<file path="src/rtl/plcp_frm_irq_pkg.sv">
package plcp_frm_irq_pkg;

  // State encoding doubles as readback field {oof, lof}
  typedef enum logic [1:0] {
    ST_INFRAME  = 2'b00,
    ST_OOF      = 2'b10,
    ST_UNFRAMED = 2'b11
  } frmState_t;

  // Strobes from control to datapath
  typedef struct packed {
    logic oofChg;
    logic lofChg;
  } frmStrobe_t;

  localparam int unsigned EVT_BITS = 2;

endpackage

</file>
<file path="src/rtl/frm_state_ctrl.sv">
module frm_state_ctrl
  import plcp_frm_irq_pkg::*;
(
  input  logic       clk,
  input  logic       rstN,
  input  logic       evLost,
  input  logic       evTimeout,
  input  logic       evAcquired,
  output frmState_t  state,
  output frmStrobe_t strobes
);

  frmState_t stateNxt;
  logic takeLost, takeTimeout, takeAcq;

  always_comb begin
    takeLost    = (state == ST_INFRAME)  && evLost;
    takeTimeout = (state == ST_OOF)      && evTimeout;
    takeAcq     = (state == ST_UNFRAMED) && evAcquired;
  end

  always_comb begin
    stateNxt = state;
    unique case (state)
      ST_INFRAME:  if (evLost)     stateNxt = ST_OOF;
      ST_OOF:      if (evTimeout)  stateNxt = ST_UNFRAMED;
      ST_UNFRAMED: if (evAcquired) stateNxt = ST_INFRAME;
      default:                     stateNxt = ST_UNFRAMED;
    endcase
  end

  always_ff @(posedge clk or negedge rstN) begin
    if (!rstN) state <= ST_UNFRAMED;
    else       state <= stateNxt;
  end

  // Pin-change strobes, registered by the datapath together with the state
  always_comb begin
    strobes.lofChg = takeTimeout || takeAcq;
    strobes.oofChg = takeLost    || takeAcq;
  end


  acq_step_chk: assert property (@(posedge clk) disable iff (!rstN)
    (state == ST_UNFRAMED && evAcquired) |=> (state == ST_INFRAME));


  lost_step_chk: assert property (@(posedge clk) disable iff (!rstN)
    (state == ST_INFRAME && evLost) |=> (state == ST_OOF));


  inframe_hold_chk: assert property (@(posedge clk) disable iff (!rstN)
    (state == ST_INFRAME && !evLost) |=> (state == ST_INFRAME));


  oof_hold_chk: assert property (@(posedge clk) disable iff (!rstN)
    (state == ST_OOF && !evTimeout) |=> $stable(state));


  legal_state_chk: assert property (@(posedge clk) disable iff (!rstN)
    state != 2'b01);

endmodule

</file>
<file path="src/rtl/frm_irq_datapath.sv">
module frm_irq_datapath
  import plcp_frm_irq_pkg::*;
#(
  parameter int unsigned ADDR_W   = 2,
  parameter int unsigned DATA_W   = 8,
  parameter int unsigned CFG_ADDR = 0,
  parameter int unsigned ISR_ADDR = 1,
  parameter int unsigned IER_ADDR = 2
) (
  input  logic              clk,
  input  logic              rstN,
  input  frmState_t         state,
  input  frmStrobe_t        strobes,
  input  logic [ADDR_W-1:0] regAddr,
  input  logic              regWr,
  input  logic              regRd,
  input  logic [DATA_W-1:0] regWdata,
  output logic [DATA_W-1:0] regRdata,
  output logic              irq
);

  localparam logic [DATA_W-1:0] EN_MASK = DATA_W'((1 << EVT_BITS) - 1);

  logic [EVT_BITS-1:0] setVec;
  logic [EVT_BITS-1:0] intStat;
  logic [DATA_W-1:0]   intEn;
  logic                rdIsr, wrIer;

  assign setVec = {strobes.oofChg, strobes.lofChg};
  assign rdIsr  = regRd && (regAddr == ADDR_W'(ISR_ADDR));
  assign wrIer  = regWr && (regAddr == ADDR_W'(IER_ADDR));

  // One sticky cell per event bit; a new event wins over the clearing read
  for (genvar i = 0; i < EVT_BITS; i++) begin : g_evt
    always_ff @(posedge clk or negedge rstN) begin
      if (!rstN) intStat[i] <= 1'b0;
      else       intStat[i] <= (intStat[i] && !rdIsr) || setVec[i];
    end
  end

  always_ff @(posedge clk or negedge rstN) begin
    if (!rstN)      intEn <= '0;
    else if (wrIer) intEn <= regWdata & EN_MASK;
  end

  always_comb begin
    regRdata = '0;
    if (regAddr == ADDR_W'(CFG_ADDR))      regRdata[2:1] = state;
    else if (regAddr == ADDR_W'(ISR_ADDR)) regRdata[EVT_BITS-1:0] = intStat;
    else if (regAddr == ADDR_W'(IER_ADDR)) regRdata = intEn;
  end

  assign irq = |(intStat & intEn[EVT_BITS-1:0]);


  lof_set_wins_chk: assert property (@(posedge clk) disable iff (!rstN)
    strobes.lofChg |=> intStat[0]);


  oof_set_wins_chk: assert property (@(posedge clk) disable iff (!rstN)
    strobes.oofChg |=> intStat[1]);


  clear_on_read_chk: assert property (@(posedge clk) disable iff (!rstN)
    (rdIsr && !strobes.lofChg && !strobes.oofChg) |=> (intStat == '0));


  sticky_chk: assert property (@(posedge clk) disable iff (!rstN)
    (intStat[0] && !rdIsr) |=> intStat[0]);


  mask_off_chk: assert property (@(posedge clk) disable iff (!rstN)
    (wrIer && regWdata[EVT_BITS-1:0] == '0) |=> !irq);

endmodule

</file>
<file path="src/rtl/plcp_frm_irq.sv">
module plcp_frm_irq
  import plcp_frm_irq_pkg::*;
#(
  parameter int unsigned ADDR_W = 2,
  parameter int unsigned DATA_W = 8
) (
  input  logic              clk,
  input  logic              rstN,
  input  logic              evLost,
  input  logic              evTimeout,
  input  logic              evAcquired,
  input  logic [ADDR_W-1:0] regAddr,
  input  logic              regWr,
  input  logic              regRd,
  input  logic [DATA_W-1:0] regWdata,
  output logic [DATA_W-1:0] regRdata,
  output logic              rxOof,
  output logic              rxLof,
  output logic              irq
);

  frmState_t  state;
  frmStrobe_t strobes;

  frm_state_ctrl u_ctrl (
    .clk        (clk),
    .rstN       (rstN),
    .evLost     (evLost),
    .evTimeout  (evTimeout),
    .evAcquired (evAcquired),
    .state      (state),
    .strobes    (strobes)
  );

  frm_irq_datapath #(
    .ADDR_W (ADDR_W),
    .DATA_W (DATA_W)
  ) u_dp (
    .clk      (clk),
    .rstN     (rstN),
    .state    (state),
    .strobes  (strobes),
    .regAddr  (regAddr),
    .regWr    (regWr),
    .regRd    (regRd),
    .regWdata (regWdata),
    .regRdata (regRdata),
    .irq      (irq)
  );

  assign rxOof = state[1];
  assign rxLof = state[0];


  lof_implies_oof_chk: assert property (@(posedge clk) disable iff (!rstN)
    rxLof |-> rxOof);

endmodule

</file>
<file path="config.mk">
export PLATFORM = sky130hd
export DESIGN_NAME = plcp_frm_irq
export DESIGN_NICKNAME = d
export VERILOG_FILES = /design/src/rtl/plcp_frm_irq_pkg.sv /design/src/rtl/frm_state_ctrl.sv /design/src/rtl/frm_irq_datapath.sv /design/src/rtl/plcp_frm_irq.sv
export SDC_FILE = /design/constraint.sdc
export NUM_CORES = 1
export LEC_CHECK = 0
export BUFFER_PORTS_ARGS = -buffer_cell sky130_fd_sc_hd__buf_2
export CAP_MARGIN = 25
export CORE_AREA = 4 4 41 43
export CTS_CLUSTER_DIAMETER = 100
export CTS_CLUSTER_SIZE = 10
export DETAILED_ROUTE_END_ITERATION = 10
export DIE_AREA = 0 0 45 47
export MAX_ROUTING_LAYER = met4
export PLACE_DENSITY_LB_ADDON = 0.12
export SETUP_SLACK_MARGIN = 0.2
export SYNTH_ARGS = -nofsm -noshare
export SYNTH_HDL_FRONTEND = slang
export SYNTH_SLANG_ARGS = --single-unit
</file>
<file path="constraint.sdc">
create_clock -name clk -period 3.13 [get_ports clk]
set_input_delay 0.626 -clock clk [delete_from_list [all_inputs] [get_ports clk]]
set_output_delay 0.626 -clock clk [all_outputs]
set_load 0.05 [all_outputs]
</file>
# Word-level counts from Yosys, hierarchy flattened
# Index checks and enable logic that the tools add are counted.
dict set report totals {
  reg_bits 6
}
dict set report classes {
  mux 9
  bitwise_logic 1
  reduce_logical 16
  n_eq_ne 7
}
# cell n
set op_table {}
lappend op_table {{$mux W2} 6}
lappend op_table {{$logic_and A1 B1 Y1} 7}
lappend op_table {{$eq A2 B2 Y1 const B} 3}
lappend op_table {{$ne A2 B2 Y1 const B} 3}
lappend op_table {{$pmux W2 S3} 1}
lappend op_table {{$mux W5} 1}
lappend op_table {{$logic_not A2 Y1} 2}
lappend op_table {{$logic_or A1 B1 Y1} 4}
lappend op_table {{$reduce_and A3 Y1} 1}
lappend op_table {{$and A2 B2 Y2} 1}
lappend op_table {{$eq A2 B1 Y1 const B} 1}
lappend op_table {{$reduce_or A2 Y1} 1}
lappend op_table {{$logic_not A1 Y1} 1}
lappend op_table {{$mux W1} 1}

# Longest topological paths before layout
# Gate-level depths: netlist of run 1.
dict set report depth {
  ltp_word 5
  depth_mapped 4
}

# Modules after synthesis
# From an unflattened synthesis of run 1, not the netlist that was laid out.
dict set report unflattened {
  cells_unflattened 38
  hier_area_um2 410.4
}
# module cells_per_inst seq_area_each_um2 area_per_inst_um2 instances
set by_module_without_submodules {}
lappend by_module_without_submodules {frm_irq_datapath 23 100.1 250.2 1}
lappend by_module_without_submodules {frm_state_ctrl 15 52.6 160.2 1}

# Least setup slack after synthesis of run 1
# Ideal clock, no wire load.
dict set report synth_path {
  kind {register -> output}
  from {register u_ctrl.state[1]}
  to {output port regRdata[2]}
  slack_ns 0.588
  t_required_ns 2.504
  arrival_ns 1.916
  path_stages_with_launch 3
  path_cell_list {dfstp_2 > inv_1 > nor3_1}
}
dict set report synth_between {
  elab_chain_cells 1
}
# item line_no
set synth_rtl {}
lappend synth_rtl {{start: declaration} frm_state_ctrl.sv:9} ;# output frmState_t state,
lappend synth_rtl {{start signal: assignment} frm_state_ctrl.sv:34} ;# else state <= stateNxt;
lappend synth_rtl {{$mux W2} frm_irq_datapath.sv:48} ;# if (regAddr == ADDR_W'(CFG_ADDR)) regRdata[2:1] = state;
lappend synth_rtl {{end: declaration} plcp_frm_irq.sv:16} ;# output logic [DATA_W-1:0] regRdata,
# No other way between the ends.

# Worst setup path in the final report of run 1
dict set report layout_path {
  from {input port regAddr[1]}
  to {output port regRdata[1]}
}
dict set report layout_between {
  elab_chain_cells 4
  elab_cells_between_ends 6
  classes_between {2 x eq/ne; 3 x mux; 1 x reduce/logical}
}
# item line_no
set layout_rtl {}
lappend layout_rtl {{start: declaration} plcp_frm_irq.sv:12} ;# input logic [ADDR_W-1:0] regAddr,
lappend layout_rtl {{$eq A2 B2 Y1} frm_irq_datapath.sv:50} ;# else if (regAddr == ADDR_W'(IER_ADDR)) regRdata = intEn;
lappend layout_rtl {{$mux W2} frm_irq_datapath.sv:50}
lappend layout_rtl {{$mux W2} frm_irq_datapath.sv:49} ;# else if (regAddr == ADDR_W'(ISR_ADDR)) regRdata[EVT_BITS-1:0] = intStat;
lappend layout_rtl {{$mux W2 *} frm_irq_datapath.sv:48}
# Mark *: on every way between the ends. The rest lies on a longest branch, timed or not.

==> results of run 1 <==
## registers in the layout, indices dropped and copies added (netlist names)
signal,count
u_dp.intEn,2
u_dp.intStat,2
u_ctrl.state,2
## per-stage QoR
stage	area [um^2]	power (uW)	hold slack (ps)	worst slack, ps
2_1_floorplan	407.9	357.4	330.4	588.4
3_3_place_gp	469.2	416.8	454.8	1111
3_5_place_dp	469.2	413.0	453.3	1139
4_1_cts	495.5	489.9	193.9	1124
5_1_grt	495.5	522.9	185.6	1023
6_report	495.5	480.7	200.2	1116
## power by group through the flow
stage	Clock, uW	Sequential (uW)	Combinational, uW
2_1_floorplan	0	189	168
3_3_place_gp	0	151	266
3_5_place_dp	0	149	264
4_1_cts	77.6	148	264
5_1_grt	85.9	153	284
6_report	74.0	146	260
## routing by layer
metal  wire length [um]  track usage (%)
met1                291            9.281
met5                  0                -
met4                  0            5.263
met2                362            13.28
met3                 68            2.682
## worst max-delay path, cell delays in order
cell and delay (ps):
sky130_fd_sc_hd__buf_2 100, sky130_fd_sc_hd__nor2b_1 210, sky130_fd_sc_hd__nand2_1 80, sky130_fd_sc_hd__o21ai_0 80, sky130_fd_sc_hd__buf_2 290
## worst paths after layout
kind | startpoint | endpoint | slack, ps | depth (start not counted)
max | regAddr[1] | regRdata[1] | 1120 | 5
min | rstN | u_dp.intEn[0] | 200 | 1
max reg2reg | u_ctrl.state[1] | u_ctrl.state[0] | 1400 | 4
min reg2reg | u_dp.intEn[0] | u_dp.intEn[0] | 540 | 1
max in group asynchronous | rstN | u_ctrl.state[1] | 2710 | 1
min in group clk | u_dp.intEn[0] | u_dp.intEn[0] | 540 | 1
## cell type report
class	instances	area [um^2]
Sequential cell	6	152.6
Fill cell	146	805.8
Tap cell	15	18.77
Multi-Input combinational cell	26	198.9
Inverter	5	18.77
Timing Repair Buffer	16	80.08
Clock buffer	4	26.28
## cells by family (layout without fill, tap and decap cells)
logic type,count (synthesis),count (layout),synth area share [%]
compound gates,6,6,13.38
fa+ha+maj,3,3,9.555
buf+inv,10,25,14.33
flops,6,6,38.85
mux,5,5,13.69
other cells,1,5,0.9545
simple gates,7,7,9.234
## placed cells by master, fill, tap and decap left out
| cell type | netlist | layout |
|---|---|---|
| sky130_fd_sc_hd__a221o_1 | 2 | 2 |
| sky130_fd_sc_hd__o21ai_0 | 1 | 1 |
| sky130_fd_sc_hd__conb_1 | 1 | 5 |
| sky130_fd_sc_hd__ha_1 | 3 | 3 |
| sky130_fd_sc_hd__nor2b_1 | 2 | 2 |
| sky130_fd_sc_hd__and2_2 | 1 | 1 |
| sky130_fd_sc_hd__a222oi_1 | 1 | 1 |
| sky130_fd_sc_hd__dfrtp_1 | 4 | 4 |
| sky130_fd_sc_hd__nand2_1 | 3 | 3 |
| sky130_fd_sc_hd__a22o_1 | 2 | 2 |
| sky130_fd_sc_hd__mux2i_1 | 2 | 2 |
| sky130_fd_sc_hd__clkbuf_1 | 0 | 1 |
| sky130_fd_sc_hd__buf_2 | 0 | 16 |
| sky130_fd_sc_hd__mux2_1 | 1 | 1 |
| sky130_fd_sc_hd__inv_1 | 5 | 5 |
| sky130_fd_sc_hd__nor3_1 | 1 | 1 |
| sky130_fd_sc_hd__mux2_2 | 2 | 2 |
| sky130_fd_sc_hd__dfstp_2 | 2 | 2 |
| sky130_fd_sc_hd__clkbuf_4 | 0 | 3 |
==> impl.org, run 1 <==
** Status
- The run finished with clean final reports.

** Power
- Registers are responsible for 30.4% of the overall power.
- The internal portion of the total power is 252.2 uW.
- For this design the total switching power over the nets is 228.5 uW.
- Maximum resistive drop on vdd :: 0.2994 mV
- Power density relative to cell area :: 970.2 nW/um^2
- The analysis attributes to cell leakage a power of 0.0002678 uW.
- Combinational logic is responsible for 54.2% of the overall power.
- Of the total power, the clock network draws 15.4%.
- Of the total power, the share spent switching nets is 47.54%.

** Clocking
- Counting every sink on the clock net gives 6.
- The number of hold buffers added after CTS was 0.
- In this run the number of H-tree levels came out at 1.
- Clock tree synthesis selected as its root buffer the cell sky130_fd_sc_hd__clkbuf_4.
- The number of clock buffers added by TritonCTS is 3.
- Insertion delay to the later sink of the worst-skew pair :: 240 ps
- CTS Buffer Depth :: 2
- TritonCTS built the clock tree.
- Cts repair resizes :: 0
- In this run the post-CTS setup repair buffer count came out at 0.
- Clock-pin slew was measured on the worst setup and hold paths at 50 ps.

** Synthesis
- Yosys top cell area share :: 25.48%
- The synthesized design contains 0 enable-type register cells.
- The biggest area contributor in the post-synthesis netlist is sky130_fd_sc_hd__dfrtp_1.
- Counting every instance in the synthesized netlist gives 38.
- Register bit total from synthesis :: 6
- After synthesis, the mean cell area works out to 10.34 um^2.
- Register area share after synthesis :: 38.85%
- During synthesis, Yosys emitted a total of 0 warnings.
- Post-synth top cells :: sky130_fd_sc_hd__buf_4 (5), sky130_fd_sc_hd__inv_1 (5), sky130_fd_sc_hd__dfrtp_1 (4)
- For this run, asynchronously set or reset flops after synthesis account for 100.0%.
- Counting distinct cell types in the post-synthesis netlist gives 17.
- The most used flip-flop cell after synthesis is sky130_fd_sc_hd__dfrtp_1.
- The mapped netlist covers 392.9 um^2.
- Cell types occupying the most area after synthesis :: sky130_fd_sc_hd__dfrtp_1 (25%), sky130_fd_sc_hd__dfstp_2 (13%), sky130_fd_sc_hd__buf_4 (9.6%)

** GRT
- The via count of the first global-routing pass is 298.
- Pin count of the biggest net entering global routing :: 7
- The number of antenna violations at the first check in global routing is 0.
- Global-route usage over all layers :: 8.463%
- Global-route wire length before repair :: 1214 um
- For this run the aggregate overflow at the end of global routing stands at 0.

** Floorplan
- Floorplan row count :: 13
- Once the floorplan was initialized, standard cells occupied 30.19% of the core.
- Placeable core region :: 1301 um^2
- During I/O placement, the number of pins put on the boundary was 28.
- The die covers 2115 um^2.
- DIE HEIGHT :: 47 um
- Die extent in x :: 45 um

** Layout
- Share of the core filled with cells :: 38.08%
- Excluding fillers, the count of instances in the completed layout stands at 72.
- Layout cells sized above 1 :: 42.11%
- From synthesis to final layout, the design area changed by 26.11%.
- Ant diodes :: 0
- Net total in the final layout :: 78

** Timing
- Setup violation total in the final timing report :: 0
- Timing would allow up to 496.4 MHz.
- Max-slew violation count :: 0
- Across the routed clock network, the largest skew measured is 1.841 ps.
- In the finished design, the share of the clock period the worst path needs comes to 64.36%.
- For the final routed database, the setup TNS stands at 0 ps.
- The smallest clock period supported by the final layout is computed as 2014 ps.
- Setup repair after global routing left no endpoint under its margin.
- Final Hold Violating Endpoints :: 0

** Placed design
- Routability Congestion :: 0.7535
- Including well taps, the total number of placed cells is 68.
- Port buffering added 16 buffers.

** Critical path
- Data arrival at the endpoint of the critical path :: 1390 ps
- Crit path capture type :: output port
- Endpoint required time on the critical path :: 2500 ps
- Critical path startpoint category :: input pin
- Max Fanout on Critical Path :: 4
- The critical path is of the input pin to output port type.

** Detailed routing
- In the routed design, unresolved DRC markers number 0.
- Remaining antenna violation count after routing :: 0
- Post-Route WL :: 721 um
- Across all layers, the routed design uses 313 vias.
- After the first detailed-routing iteration, the DRC count stood at 2.
- In the routed layout, each cell is associated on average with a via count of 4.347.
- In the final routed layout, each cell accounts on average for 10.01 um.
- The pre-antenna-repair detailed-routing pass consisted of 4 iterations.

** Worst hold path
- Hold/Removal Path Class :: input pin to asynchronous set/reset pin

** Run
- Across the run, the number of max-cap violations was 0.
Power figures use the tool's default switching activity.
==> run 2: changes to the inputs <==
- clock period: 3.13 -> 1.7 ns (I/O delays scaled with it)
==> run 2 against run 1 <==
  * Via count grew 14%
  * Utilization increased by 14 points
  * Register-to-register slack worse by 1300 ps
  * First-iteration DRC count stayed put
  * Sequential share of layout area shrank 7.2 points
  * Global-route usage rose by 1.8 points
  * Sequential power grew 100%
  * Non-clock buffer count grew 8
  * Worst hold slack improved by 130 ps
  * Count of clock-buffer cells in the layout unchanged
  * Clock skew grew 1.5 ps
  * Cell area grew 37%
  * Largest power group unchanged
==> impl.org, run 2 (same netlist as run 1, synthesis figures left out) <==
** Status
- Outcome :: finished, final reports clean

** Layout
- Net total in the final layout :: 86 (+10%)
- The share of the core filled with cells came to 52.21% (+14 points).
- The proportion of layout cells with a drive suffix above 1 is 63.08% (+21 points).
- Most common cell after layout, fill and taps aside :: sky130_fd_sc_hd__buf_2
- Area growth syn-to-layout :: 72.93%
- The diode insertion count for antenna repair is 0 (unchanged).
- In the layout the commonest cells are sky130_fd_sc_hd__buf_2 (11), sky130_fd_sc_hd__conb_1 (5), sky130_fd_sc_hd__buf_4 (5), sky130_fd_sc_hd__buf_6 (5), sky130_fd_sc_hd__dfrtp_1 (4).
- Registers with the most flip-flops :: u_ctrl.state: 2 flops, u_dp.intEn: 2 flops, u_dp.intStat: 2 flops

** Detailed routing
- The detailed-route wire length per cell was 11.94 um (+19%).
- Total vias in the final route :: 357 (+14%)
- The detailed-route vias per instance was 4.463 (+2.7%).
- Post-Route WL :: 955 um (+32%)
- The count of TritonRoute iterations in the first routing pass came to 4 (unchanged).
- The number of DRC markers in iteration 0 came to 2 (unchanged).
- The DRC violation count after routing is 0 (unchanged).
- The remaining antenna violation count after routing was 0 (unchanged).

** Power
- Cell leakage power :: 0.0003237 uW (+21%)
- Maximum resistive drop on vdd :: 0.8497 mV (+180%)
- Power density relative to cell area :: 1864 nW/um^2 (+92%)
- Part of the power in the clock network :: 11.0% (-4.4 points)
- Power, Total :: 1266 uW (+160%)
- Combinational cell fraction of total power :: 65.7% (+12 points)
- Switching part of the total power :: 43.13% (-4.4 points)
- Total internal power :: 720.2 uW (+190%)
- The switching power came to 546.2 uW (+140%).
- The portion of total power attributed to sequential cells came to 23.3% (-7.1 points).

** GRT
- Global-route wire length before repair :: 1483 um (+22%)
- Pin count of the biggest net entering global routing :: 7 (unchanged)
- Global route total overflow :: 0 (unchanged)
- The overall fraction of global-route tracks in use was 10.31% (+1.8 points).
- The number of antenna violations at the first check in global routing was 0 (unchanged).
- Via count of the first global-routing pass :: 342 (+15%)

** Clocking
- The depth of the CTS H-tree came to 1 (unchanged).
- Sink Count :: 6 (unchanged)
- The clock latency on the worst-skew pair was 240 ps (about the same).
- The clock-pin slew on the worst setup and hold paths is 50 ps (about the same).
- The tree is rooted in a sky130_fd_sc_hd__clkbuf_4.
- CTS Buffer Depth :: 2 (unchanged)
- TritonCTS built the clock tree.
- Number of buffers created by CTS :: 3 (unchanged)

** Floorplan
- The area inside the core boundary was 1301 um^2 (unchanged).
- DIE HEIGHT :: 47 um (unchanged)
- The number of ports placed on the die boundary came to 28 (unchanged).
- The die width was 45 um (unchanged).
- The number of placement rows is 13 (unchanged).
- The die footprint was 2115 um^2 (unchanged).
- Initial cell density of the core :: 30.19% (unchanged)

** Timing
- Fraction of the cycle the final worst path needs :: 98.14%
- Setup Skew :: 3.389 ps (+1.548 ps)
- Final Hold Violating Endpoints :: 0 (unchanged)
- Unrepaired setup endpoints after global routing :: yes
- The final-layout worst hold slack was 332.2 ps (+131.9 ps).
- The total negative slack for setup checks is 0 ps (unchanged).
- The count of pins over their slew limit came to 0 (unchanged).
- Setup violation total in the final timing report :: 0 (unchanged)
- Period minus WS final :: 1668 ps
- Derived from the worst setup path, the maximum achievable clock frequency is 599.4 MHz.

** Run
- The max capacitance violation total came to 0 (unchanged).

** Critical path
- Worst Setup SP :: u_ctrl.state[0]
- The startpoint identified for the worst register-to-register timing path is u_ctrl.state[0].
- The required time of the critical path came to 1360 ps (-1140 ps).
- Critical path startpoint category :: register
- STA classifies the critical path endpoint as an output port.
- By startpoint and endpoint, the worst setup path is classified as register to output port.
- Data arrival at the endpoint of the critical path :: 1330 ps (-60 ps)
- The maximum fanout along the worst path came to 3 (-1).

** Placed design
- The number of buffers inserted by port buffering was 16 (unchanged).
- The last weighted congestion value of the routability-driven placer is 0.6164 (-18%).
- Detailed placement ended at an HPWL of 735.7 um.

** Worst hold path
- In this run the worst hold path is classified as input pin to register.
- The startpoint identified for the worst hold timing path is regWdata[0].
## run 2: changes by cell type in the layout (fill, tap and decap cells not counted), moves of 2 or more
cell and delta:
sky130_fd_sc_hd__buf_2 -5, sky130_fd_sc_hd__buf_4 +5, sky130_fd_sc_hd__buf_6 +5, sky130_fd_sc_hd__buf_8 +2
sky130_fd_sc_hd__dfstp_2 -2, sky130_fd_sc_hd__dfstp_4 +2, sky130_fd_sc_hd__ha_1 -3, sky130_fd_sc_hd__ha_4 +2
sky130_fd_sc_hd__inv_1 -2
## run 2: worst paths after layout
kind                                   endpoint  slack [ps]  cells after the start
worst max-delay path                regRdata[1]          30                      4
worst min-delay path              u_dp.intEn[0]         330                      2
worst max register to register  u_ctrl.state[0]          60                      4
worst min register to register    u_dp.intEn[1]         540                      1
max in group asynchronous       u_ctrl.state[1]        1030                      2
min in group asynchronous       u_dp.intStat[1]         460                      2
## run 2: stage by stage
step           std cells  area [um^2]  setup WS [ps]
6_report              80        679.4          31.58
4_1_cts               80        646.9          14.80
3_3_place_gp          73        555.5          59.49
2_1_floorplan         42        456.7         -44.32
5_1_grt               80        679.4         -5.079
3_5_place_dp          73        555.5          53.31
## run 2: layout make-up
class / instances / area, um^2
well taps: 15 / 18.77
clock buffers: 4 / 26.28
inverters: 5 / 21.27
fillers: 128 / 621.8
flip-flops and latches: 6 / 160.2
repair buffers: 24 / 188.9
multi-input cells: 26 / 264.0
## run 2: repair_timing
| action | in CTS | in global routing |
|---|---|---|
| buffers inserted | 2 | 0 |
| resized for setup | 10 | 12 |
| endpoints found under the setup margin | 5 | 8 |
| hold buffers | 1 | 0 |
| endpoints found under the hold margin | 4 | 0 |
| pin swaps | 3 | 1 |
## run 2: per-layer routing
| layer | routed length, um | global-route usage (%) | up-vias |
|---|---|---|---|
| met5 | 0 | - | - |
| met4 | 0 | 7.018 | 0 |
| met3 | 61 | 1.149 | 0 |
| met2 | 487 | 16.38 | 13 |
| met1 | 405 | 12.18 | 167 |
| li1 | - | - | 177 |
## run 2: power by group through the flow
stage / logic (uW) / clock network, uW / registers, uW
4_1_cts: 756 / 148 / 296
5_1_grt: 882 / 149 / 305
6_report: 832 / 139 / 295
3_5_place_dp: 647 / 0 / 298
3_3_place_gp: 648 / 0 / 297
2_1_floorplan: 363 / 0 / 378
## run 2: critical path, cell delays in order, from the launching register on
cell                      delay, ps
sky130_fd_sc_hd__dfstp_4        620
sky130_fd_sc_hd__buf_6          100
sky130_fd_sc_hd__mux2i_4         60
sky130_fd_sc_hd__o21ai_4        130
sky130_fd_sc_hd__buf_6          170
